--- config.mk ---
export PLATFORM = sky130hd
export DESIGN_NAME = cs_word_sequencer
export DESIGN_NICKNAME = d
export VERILOG_FILES = /design/src/rtl/cs_seq_pkg.sv /design/src/rtl/cs_seq_ctrl.sv /design/src/rtl/cs_seq_datapath.sv /design/src/rtl/cs_word_sequencer.sv
export SDC_FILE = /design/constraint.sdc
export NUM_CORES = 1
export LEC_CHECK = 0
export CAP_MARGIN = 20
export CORE_MARGIN = 4
export CORE_UTILIZATION = 40
export CTS_CLUSTER_DIAMETER = 60
export DETAILED_ROUTE_END_ITERATION = 6
export GPL_TIMING_DRIVEN = 0
export REMOVE_ABC_BUFFERS = 1
export SYNTH_ARGS = -nofsm -noshare
export SYNTH_HDL_FRONTEND = slang
export SYNTH_HIERARCHICAL = 1
export SYNTH_SLANG_ARGS = --single-unit
--- constraint.sdc ---
create_clock -name clk -period 7 [get_ports clk]
set_input_delay 1.05 -clock clk [delete_from_list [all_inputs] [get_ports clk]]
set_output_delay 1.05 -clock clk [all_outputs]
set_load 0.02 [all_outputs]
--- src/rtl/cs_seq_pkg.sv ---
package cs_seq_pkg;
  // Strobes from the control to the datapath
  typedef struct packed {
    logic load;    // copy the selected word into the shifter
    logic shift;   // move to the next bit of the current word
    logic active;  // a block is being sent
  } seqStrb_t;
endpackage

--- src/rtl/cs_seq_ctrl.sv ---
module cs_seq_ctrl
  import cs_seq_pkg::*;
#(
  parameter int WORD_W    = 32,
  parameter int NUM_WORDS = 6,
  localparam int IDX_W    = $clog2(NUM_WORDS),
  localparam int CNT_W    = $clog2(WORD_W)
) (
  input  logic             clk,
  input  logic             rst_n,
  input  logic             txEnable,
  input  logic             csEnable,
  input  logic             frameStrobe,
  input  logic             blockStart,
  output seqStrb_t         strb,
  output logic [IDX_W-1:0] wordSel,
  output logic             csBusy
);
  localparam logic [IDX_W-1:0] LAST_WORD = IDX_W'(NUM_WORDS - 1);
  localparam logic [CNT_W-1:0] LAST_BIT  = CNT_W'(WORD_W - 1);

  logic             running;
  logic             stopNow;
  logic [IDX_W-1:0] wordIdx;
  logic [CNT_W-1:0] bitCnt;

  always_comb begin
    strb.load  = 1'b0;
    strb.shift = 1'b0;
    strb.active = running;
    stopNow    = 1'b0;
    wordSel    = '0;
    if (frameStrobe) begin
      if (blockStart && txEnable && csEnable) begin
        strb.load = 1'b1;
      end else if (running && !txEnable) begin
        stopNow = 1'b1;
      end else if (running) begin
        if (bitCnt == LAST_BIT) begin
          if (wordIdx == LAST_WORD) begin
            stopNow = 1'b1;
          end else begin
            strb.load = 1'b1;
            wordSel   = wordIdx + 1'b1;
          end
        end else begin
          strb.shift = 1'b1;
        end
      end
    end
  end

  always_ff @(posedge clk or negedge rst_n) begin
    if (!rst_n) begin
      running <= 1'b0;
      csBusy  <= 1'b0;
      wordIdx <= '0;
      bitCnt  <= '0;
    end else if (strb.load) begin
      running <= 1'b1;
      csBusy  <= (wordSel != LAST_WORD);
      wordIdx <= wordSel;
      bitCnt  <= '0;
    end else if (strb.shift) begin
      bitCnt  <= bitCnt + 1'b1;
    end else if (stopNow) begin
      running <= 1'b0;
      csBusy  <= 1'b0;
    end
  end

  // busy only rises on a block-start frame
  a_r3_busy_rise: assert property (@(posedge clk) disable iff (!rst_n)
    $rose(csBusy) |-> $past(frameStrobe && blockStart));
  // busy only falls at a frame boundary
  a_r5_busy_fall_frame: assert property (@(posedge clk) disable iff (!rst_n)
    $fell(csBusy) |-> $past(frameStrobe));
  a_r8_busy_needs_block: assert property (@(posedge clk) disable iff (!rst_n)
    csBusy |-> running);
  a_r4_word_range: assert property (@(posedge clk) disable iff (!rst_n)
    wordIdx <= LAST_WORD);
  a_r11_pos_hold: assert property (@(posedge clk) disable iff (!rst_n)
    !frameStrobe |=> $stable(bitCnt) && $stable(wordIdx));
endmodule

--- src/rtl/cs_seq_datapath.sv ---
module cs_seq_datapath
  import cs_seq_pkg::*;
#(
  parameter int WORD_W    = 32,
  parameter int NUM_WORDS = 6,
  localparam int IDX_W    = $clog2(NUM_WORDS)
) (
  input  logic              clk,
  input  logic              rst_n,
  input  logic              wrEn,
  input  logic [IDX_W-1:0]  wrAddr,
  input  logic [WORD_W-1:0] wrData,
  input  logic              csEnable,
  input  seqStrb_t          strb,
  input  logic [IDX_W-1:0]  wordSel,
  output logic              csBit
);
  logic [WORD_W-1:0] wordReg [NUM_WORDS];
  logic [WORD_W-1:0] shiftReg;

  for (genvar w = 0; w < NUM_WORDS; w++) begin : g_word
    always_ff @(posedge clk or negedge rst_n) begin
      if (!rst_n) begin
        wordReg[w] <= '0;
      end else if (wrEn && wrAddr == IDX_W'(w)) begin
        wordReg[w] <= wrData;
      end
    end
  end

  always_ff @(posedge clk or negedge rst_n) begin
    if (!rst_n) begin
      shiftReg <= '0;
    end else if (strb.load) begin
      shiftReg <= wordReg[wordSel];
    end else if (strb.shift) begin
      shiftReg <= shiftReg >> 1;
    end
  end

  assign csBit = strb.active & csEnable & shiftReg[0];

  // the shifter changes only on a load or shift strobe
  a_r11_shift_hold: assert property (@(posedge clk) disable iff (!rst_n)
    !strb.load && !strb.shift |=> $stable(shiftReg));
  // a load takes the word as it stood before the edge
  a_r10_load_value: assert property (@(posedge clk) disable iff (!rst_n)
    strb.load |=> shiftReg == $past(wordReg[wordSel]));
endmodule

--- src/rtl/cs_word_sequencer.sv ---
module cs_word_sequencer
  import cs_seq_pkg::*;
#(
  parameter int WORD_W    = 32,
  parameter int NUM_WORDS = 6,
  localparam int IDX_W    = $clog2(NUM_WORDS)
) (
  input  logic              clk,
  input  logic              rst_n,
  input  logic              wrEn,
  input  logic [IDX_W-1:0]  wrAddr,
  input  logic [WORD_W-1:0] wrData,
  input  logic              txEnable,
  input  logic              csEnable,
  input  logic              frameStrobe,
  input  logic              blockStart,
  output logic              csBit,
  output logic              csBusy
);
  seqStrb_t         strb;
  logic [IDX_W-1:0] wordSel;

  cs_seq_ctrl #(.WORD_W(WORD_W), .NUM_WORDS(NUM_WORDS)) u_ctrl (
    .clk(clk), .rst_n(rst_n), .txEnable(txEnable), .csEnable(csEnable),
    .frameStrobe(frameStrobe), .blockStart(blockStart),
    .strb(strb), .wordSel(wordSel), .csBusy(csBusy)
  );

  cs_seq_datapath #(.WORD_W(WORD_W), .NUM_WORDS(NUM_WORDS)) u_dp (
    .clk(clk), .rst_n(rst_n), .wrEn(wrEn), .wrAddr(wrAddr), .wrData(wrData),
    .csEnable(csEnable), .strb(strb), .wordSel(wordSel), .csBit(csBit)
  );
endmodule

# Word level (Yosys, flattened, before mapping)
# Cells that the tools add are included.
# word_totals
reg_bits	234
input_bits	42
out_inout_bits	2
elab_cells	71
# op_classes
add_sub_neg	2
n_lt_le_gt_ge	1
eq_ne	9
n_mux	31
bitwise	3
reduce_logical	14
# op_table
operator	n
32-bit two-way mux	4
32-bit binary-select mux with 3-bit select	1
3-bit two-way mux	6
1-bit two-way mux	15
5-bit two-way mux	2
3-bit == test (second input constant)	3
1-bit logical AND	9
3-bit by 2-bit == test with 1-bit output (second input constant)	2
2-bit two-way mux	3
5-bit by 1-bit adder with 5-bit output (second input constant)	1
5-bit == test (second input constant)	1
4-bit >= comparator (second input constant)	1
3-bit NOT with 4-bit output	1
2-bit nonzero test	2
3-bit by 1-bit adder with 3-bit output (second input constant)	1
3-bit by 1-bit == test with 1-bit output (second input constant)	1
3-bit zero test	1
3-bit inequality test (second input constant)	1
1-bit AND	2
2-bit by 1-bit inequality test with 1-bit output (second input constant)	1
2-bit AND reduction	1
1-bit zero test	1

# Depth between registers and ports, before layout
# Gate-level depths: netlist of the first run.
# depth
word_depth	12
depth_mapped	12
ltp_nobuf	9

# Hierarchy
# The synthesis of the first run kept the hierarchy.
# by_module_without_submodules
mod	n_inst	cells_each	area_per_inst_um2
cs_seq_datapath	1	633	10109.7
cs_seq_ctrl	1	67	600.6

# Worst setup path before layout of the first run
# No wires, ideal clock.
# synth_path
kind	input -> register
from	input port csEnable
to	register u_dp.shiftReg[10]
arrival_time_ps	2790
required_ps	6882
path_slack_ps	4092
cell_stages	9
path_cell_list	and2_1 > or4b_4 > buf_6 > inv_2 > clkbuf_1 > buf_2 > mux2i_1 > o22ai_1 > a21o_1
# synth_rtl
element	line	rtl
from (decl)	cs_word_sequencer.sv:14	input logic csEnable,
to (signal assigned)	cs_seq_datapath.sv:35	shiftReg <= wordReg[wordSel];
to (signal assigned)	cs_seq_datapath.sv:37	shiftReg <= shiftReg >> 1;
to (decl)	cs_seq_datapath.sv:19	logic [WORD_W-1:0] shiftReg;

# Worst setup path after layout of the first run
# layout_path
from	register u_ctrl.bitCnt[0]
to	register u_dp.shiftReg[7]
# layout_via
elab_chain_cells	11
word_cells_on_any_way	19
cone_classes	eq/ne (1); mux (16); bitwise (1); reduce/logical (1)
# layout_lines
element	line	rtl
from (decl)	cs_seq_ctrl.sv:25	logic [CNT_W-1:0] bitCnt;
from (signal assigned)	cs_seq_ctrl.sv:65	bitCnt <= bitCnt + 1'b1;
5-bit == test	cs_seq_ctrl.sv:39	if (bitCnt == LAST_BIT) begin
3-bit two-way mux	cs_seq_ctrl.sv:39	
3-bit two-way mux	cs_seq_ctrl.sv:38	end else if (running) begin
3-bit two-way mux	cs_seq_ctrl.sv:36	end else if (running && !txEnable) begin
3-bit two-way mux	cs_seq_ctrl.sv:34	if (blockStart && txEnable && csEnable) begin
3-bit two-way mux	cs_seq_ctrl.sv:33	if (frameStrobe) begin
net wordSel[0]	cs_word_sequencer.sv:21	logic [IDX_W-1:0] wordSel;
3-bit NOT with 4-bit output (implied by the code)	cs_seq_datapath.sv:35	
32-bit binary-select mux with 3-bit select	cs_seq_datapath.sv:35	
32-bit two-way mux (implied by the code) (2 in series)	cs_seq_datapath.sv:35	
32-bit two-way mux	cs_seq_datapath.sv:34	end else if (strb.load) begin
# The timed path passes the listed nets, and every way through them passes these cells. The select of a mux whose other input is x is not followed.
# A chain may end at the register's enable or synchronous reset.

==> results.md, run 1 <==
* Mux contribution to synthesized area at 0.3404
* Hold Path Class: reg2reg
* Worst endpoint data arrival time at ~4.3 ns
* H-Tree Depth at 1
* TritonCTS clock tree: built
* CP Capture Type: register
* Fmax at about 260 MHz
* Worst-skew pair later-pin latency at approximately 0.53 ns
* Complex-gate fraction of the synthesized area at 0.05140
* Layout cells sized above 1 at 0.3864
* Clock tree buffer depth at 3
* Yosys warnings at 6
* Final Cycle Share at 0.5585
* Count of final hold-check violations at 0
* Drt via density at 5.585
* Post-synth top area share at 0.5467
* Die Y at approximately 170 um
* Tmin final at roughly 3.9 ns
* Core area at 26210 um2
* Cells after Synth at 700
* PostCTS Resize Cnt at 0
* Max VDD drop at ~0.00015 V
* Setup Skew at 0.02379 ns
* DRT Pass-1 Iters at 5
* Total CTS buffers at 27
* Placed insts at ~1100
* Max-cap violation count at 0
* Clock Tree Root: clkbuf_16
* Synthesized area at 10710 um2
* Post-synthesis xor/xnor area fraction at 0
* Largest family of logic cells by synthesized area: multiplexers
* IO Count at 44
* Avg Synthesized Cell Area at ~15 um2
* #FFs+latches synth at roughly 230
* Clk sink count at 234
* Synth-to-Final Area Change at 18.08%
* Status: finished, final reports clean
* Largest net degree at the start of global routing at approximately 140
* Die ar. at 29460 um2
* Fin. max-slew vios at 0
* DP HPWL at 15.56 mm
* Routed len/inst at 21.48 um
* Post-CTS setup buffers at 0
* # DRC at 0
* Adder-cell share of the synthesized area at 0.002336
* Unrepaired setup endpoints after global routing: false
* Setup-failing EPs final at 0
* Initial Utilization at 0.4087
* Global placement routability congestion at 0.7633
* Total track usage at 0.1645
* Yosys cell types at between 40 and 50
* First-pass GRT wire length at 38.43 mm
* Total number of vias at roughly 6200
* Slew HR at 0.2484
* Setup CP Type: reg2reg
* Vias in the first global route at roughly 6800
* Die W at approximately 170 um
* Initial antenna violation count at 1
* Detailed router's first-iteration violation count at around 270
* CP Max Fanout at 19
* Final WL at 23.67 mm
* Placement Cell Area at approximately 12000 um2
* Num rows at 59
* CP Data Required Time at 7.39 ns
* PwrDens at 302.4 nW/um2
* Register area share after synthesis at 0.5467
* Post-detailed-route count of antenna-violating nets at 0
* Largest area contributor in the netlist: dfrtp_1
* Commonest non-fill, non-tap cell in the layout: dfrtp_1
* Worst-Margin Slew at 1.127 ns
* P_leak at between 0.005 and 0.006 uW
* Commonest non-fill, non-tap cells in the layout: dfrtp_1, mux2_2, mux2i_1, clkdlybuf4s50_1, mux4_2
* I/O Buffers at 43
* Post-CTS Hold Fix Bufs at 0
* Startpoint class of the critical path: register
* Crit-path slowest cell: nor2_4
* Critical path, cell by cell: ha_1, and3_1, ha_1, and2_1, nand4_1, nor2_4, buf_16, buf_12, buf_12, mux4_2, a21o_1
* Synth area leaders: dfrtp_1, mux2_2, mux4_2, mux2i_1, mux2_4
* Final instance area at approximately 13000 um2
* Remaining global-route overflow at 0
* Simple-Gate Fraction of Synth Area at 0.02430
* Post-Layout Cell Count at 1102
* Total power at 3824 uW
* Setup TNS at 0 ns
* Clock transition at path regs at approximately 0.06 ns
* Layout Nets at roughly 790
* Crit path largest cell delay at between 0.8 and 0.9 ns
-- registers in the layout, indices dropped and copies added (netlist names) --
register and count:
u_dp/shiftReg 32, u_ctrl/csBusy 1, u_ctrl/running 1, u_ctrl/bitCnt 5, u_dp/wordReg 192, u_ctrl/wordIdx 3
-- kinds of logic after synthesis --
logic type	after synthesis
simple gates	39
flops	234
compound gates	83
fa+ha+maj	2
buf+inv	53
mux	289
-- through the flow --
| stage | utilization | hold WS (ns) | worst slack, ns |
|---|---|---|---|
| 2_1_floorplan | - | 0.4532 | 0.2873 |
| 3_3_place_gp | 0.4273 | 0.4629 | -4.276 |
| 3_5_place_dp | 0.4497 | 0.4713 | 2.649 |
| 4_1_cts | 0.4825 | 0.4908 | 3.012 |
| 5_1_grt | 0.4825 | 0.4969 | 2.737 |
| 6_report | 0.4826 | 0.4868 | 3.091 |
-- cell type report --
type | count | area [um2]
clock inverters | 6 | 83.83
diodes | 1 | 2.502
clock buffers | 40 | 774.5
well taps | 335 | 419.2
multi-input cells | 413 | 4552
flip-flops and latches | 234 | 5856
inverters | 3 | 11.26
repair buffers | 70 | 948.4
fillers | 2159 | 13560
-- report_power, final --
part	switching (uW)	total, uW	internal [uW]
clock network	521	1350	832
registers	176	1850	1670
logic	223	624	400
-- routing by layer --
layer / track usage / part of all wire / vias up
met2: 0.2828 / 0.50 / 118
met1: 0.2188 / 0.43 / 3296
met5: 0 / 0.00085 / -
met3: 0.02896 / 0.046 / 33
met4: 0.03824 / 0.016 / 2
li1: - / - / 2706
-- worst paths after layout --
check | depth (start not counted) | from | endpoint | slack, ns
setup / recovery | 11 | u_ctrl/bitCnt[0]$_DFFE_PN0P_ | u_dp/shiftReg[7]$_DFFE_PN0P_ | 3.09
hold / removal | 1 | u_dp/wordReg[176]$_DFFE_PN0P_ | u_dp/wordReg[176]$_DFFE_PN0P_ | 0.49
setup reg to reg | 11 | u_ctrl/bitCnt[0]$_DFFE_PN0P_ | u_dp/shiftReg[7]$_DFFE_PN0P_ | 3.09
hold reg to reg | 1 | u_dp/wordReg[176]$_DFFE_PN0P_ | u_dp/wordReg[176]$_DFFE_PN0P_ | 0.49
max in group asynchronous | 2 | rst_n | u_dp/wordReg[183]$_DFFE_PN0P_ | 5.32
min in group asynchronous | 1 | rst_n | u_dp/wordReg[175]$_DFFE_PN0P_ | 0.56
-- critical path, delay by kind of cell (launching register included) --
family                     cells  cell delay [ns]
and+or+nand+nor                4             1.55
buffers and inverters          3             0.67
muxes                          1             0.52
DFF                            1             0.40
adders and majority gates      2             0.39
AOI/OAI and AO/OA              1             0.20
-- cell usage after synthesis --
library cell and instances:
or4b_4 1, nor4bb_1 2, nand2b_1 3, nand3b_1 3
nor3_2 1, or3_1 2, nor2b_1 2, nor4b_4 1
buf_12 3, clkbuf_4 3, o21ai_1 2, nand3_1 2
nand4b_1 2, inv_1 2, and2_1 2, buf_4 11
a22oi_1 1, mux2_4 30, a21boi_0 1, o2bb2ai_1 3
nand2_2 1, buf_2 10, o21ai_0 6, nand4_1 1
nor3b_1 1, nand2_1 8, ha_1 2, mux4_2 32
mux2i_1 65, o22ai_1 31, mux2_2 156, inv_2 1
dfrtp_1 234, a21oi_1 7, or3b_2 1, buf_6 8
mux2_1 6, nor2_1 4, a21o_1 31, o21bai_1 1
clkbuf_1 15, and3_1 2
Power figures use the tool's default switching activity.
==> run 2: changes to the inputs <==
- clock period: 7 -> 3.5 ns (I/O delays scaled with it)
==> run 2 against run 1 <==
Register-to-register slack lost 2.8 ns; count of clock-buffer cells in the layout unchanged; die area did not move; total power rose by 100%; sequential share of layout area decreased by 0.18 points; final cell count increased by 0.54%; highest routed layer unchanged; design area rose by 0.40%; clock power increased by 100%; clock skew is 0.0020 ns lower; utilization is 0.19 points higher.
==> results.md, run 2 (synthesis gave the netlist of run 1 again) <==
* Status: finished, final reports clean
* CP Capture Type: register
* Global placement routability congestion at around 0.76
* Layout Nets at 800
* CP Buf/Inv Count at 1
* Worst path most repeated cell: ha_1
* Num rows at 59
* Max reg flops at about 190
* Setup Skew at approximately 0.022 ns
* Layout cells sized above 1 at 0.3920
* Total number of vias at around 6200
* Die ar. at ~30000 um2
* Critical R2R Launch: u_ctrl/bitCnt[0]$_DFFE_PN0P_
* Setup-failing EPs final at 0
* Initial Utilization at 0.4087
* Largest regs: u_dp/wordReg x192, u_dp/shiftReg x32, u_ctrl/bitCnt x5
* Post-detailed-route count of antenna-violating nets at 0
* Die Y at approximately 170 um
* Dpl ws at -0.4412 ns
* Fmax at between 300 and 400 MHz
* IO Count at 44
* Unrepaired setup endpoints after global routing: false
* Remaining global-route overflow at 0
* CP Max Fanout at 34
* Startpoint class of the critical path: register
* Vias in the first global route at 6845
* Post-CTS Hold Fix Bufs at 0
* Tmin final at 3.240 ns
* Count of final hold-check violations at 0
* Clock tree buffer depth at 3
* Slew HR at 0.2381
* Hold Path Class: in2async
* Max-cap violation count at 0
* Fin. max-slew vios at 0
* Core area at approximately 26000 um2
* Worst-skew pair later-pin latency at between 0.5 and 0.6 ns
* Worst-Margin Slew at about 1.1 ns
* Die W at 171.6 um
* Detailed router's first-iteration violation count at between 200 and 300
* Total CTS buffers at 27
* H-Tree Depth at 1
* Crit path from: u_ctrl/bitCnt[0]$_DFFE_PN0P_
* PwrDens at about 600 nW/um2
* Clock Tree Root: clkbuf_16
* Setup CP Type: reg2reg
* Drt via density at 5.573
* Final Cycle Share at 0.9258
* Fillers at 2157
* Crit path largest cell delay at a little over 0.8 ns
* Final WL at around 24 mm
* Max VDD drop at 0.0002946 V
* P_leak at ~0.0053 uW
* Critical path, cell by cell: ha_1, and3_1, ha_1, or4b_4, inv_2, mux2i_1, o22ai_1, a21o_1
* Synth-to-Final Area Change at 18.55%
* Routed len/inst at approximately 21 um
* Total track usage at 0.1647
* Setup TNS at 0 ns
* I/O Buffers at 43
* Crit-path slowest cell: inv_2
* Number of inserted diodes at 0
* DRT Pass-1 Iters at 6
* Initial antenna violation count at 1
* Commonest non-fill, non-tap cell in the layout: dfrtp_1
* # DRC at 0
* TritonCTS clock tree: built
* CP Data Required Time at between 3 and 4 ns
* Commonest non-fill, non-tap cells in the layout: dfrtp_1, mux2_2, mux2i_1, clkdlybuf4s50_1, mux4_2
* Clock transition at path regs at approximately 0.060 ns
* Largest net degree at the start of global routing at ~140
* Worst endpoint data arrival time at around 3.6 ns
* CP top delay family: buffers and inverters
* DP HPWL at approximately 16 mm
* Final WS setup at 0.2598 ns
* Most flops, register: u_dp/wordReg
* First-pass GRT wire length at 38.46 mm
* Clk sink count at between 200 and 250
-- run 2: power breakdown --
part	switching, uW	leakage, uW	internal [uW]
clock	1040	0.000423	1660
sequential	354	0.00284	3340
combinational	447	0.00208	802
-- run 2: metrics by stage --
stage / hold WS, ns / cell area [um2] / instances / total power (uW) / utilization
floorplan: 0.2294 / 10350 / 650 / 4550 / -
global placement: 0.4629 / 11200 / 1028 / 4853 / 0.4273
detailed placement: 0.4713 / 11790 / 1055 / 4994 / 0.4497
CTS: 0.06845 / 12670 / 1104 / 7740 / 0.4834
global route: 0.09049 / 12700 / 1108 / 8050 / 0.4845
finish: 0.03317 / 12700 / 1108 / 7648 / 0.4845
-- run 2: per-layer routing --
layer,GRT usage,wire length [um],up-vias
met5,0,13,-
met3,0.02896,912,32
met1,0.2191,10420,3329
met2,0.2839,11990,97
li1,-,-,2715
met4,0.03651,340,2
-- run 2: repair_timing --
item                       in CTS  in global routing
pin swaps                       1                  2
buffers inserted                3                  4
setup endpoints to repair      26                  9
resized for setup               0                  0
-- run 2: worst paths after layout --
| path | endpoint | slack (ns) | cells after the start |
|---|---|---|---|
| setup / recovery | u_dp/shiftReg[15]$_DFFE_PN0P_ | 0.26 | 8 |
| setup reg to reg | u_dp/shiftReg[15]$_DFFE_PN0P_ | 0.26 | 8 |
| max in group asynchronous | u_dp/wordReg[183]$_DFFE_PN0P_ | 2.35 | 2 |
| hold / removal | u_dp/wordReg[175]$_DFFE_PN0P_ | 0.03 | 1 |
| min in group clk | u_dp/wordReg[176]$_DFFE_PN0P_ | 0.49 | 1 |
| hold reg to reg | u_dp/wordReg[176]$_DFFE_PN0P_ | 0.49 | 1 |
-- run 2: layout make-up --
class / count / area, um2 / share of cell area
flip-flops and latches: 234 / 5856 / 0.4612
clock buffers: 40 / 774.5 / 0.06100
inverters: 3 / 11.26 / 0.0008869
multi-input cells: 413 / 4552 / 0.3585
well taps: 335 / 419.2 / 0.03301
repair buffers: 77 / 1001 / 0.07883
clock inverters: 6 / 83.83 / 0.006602
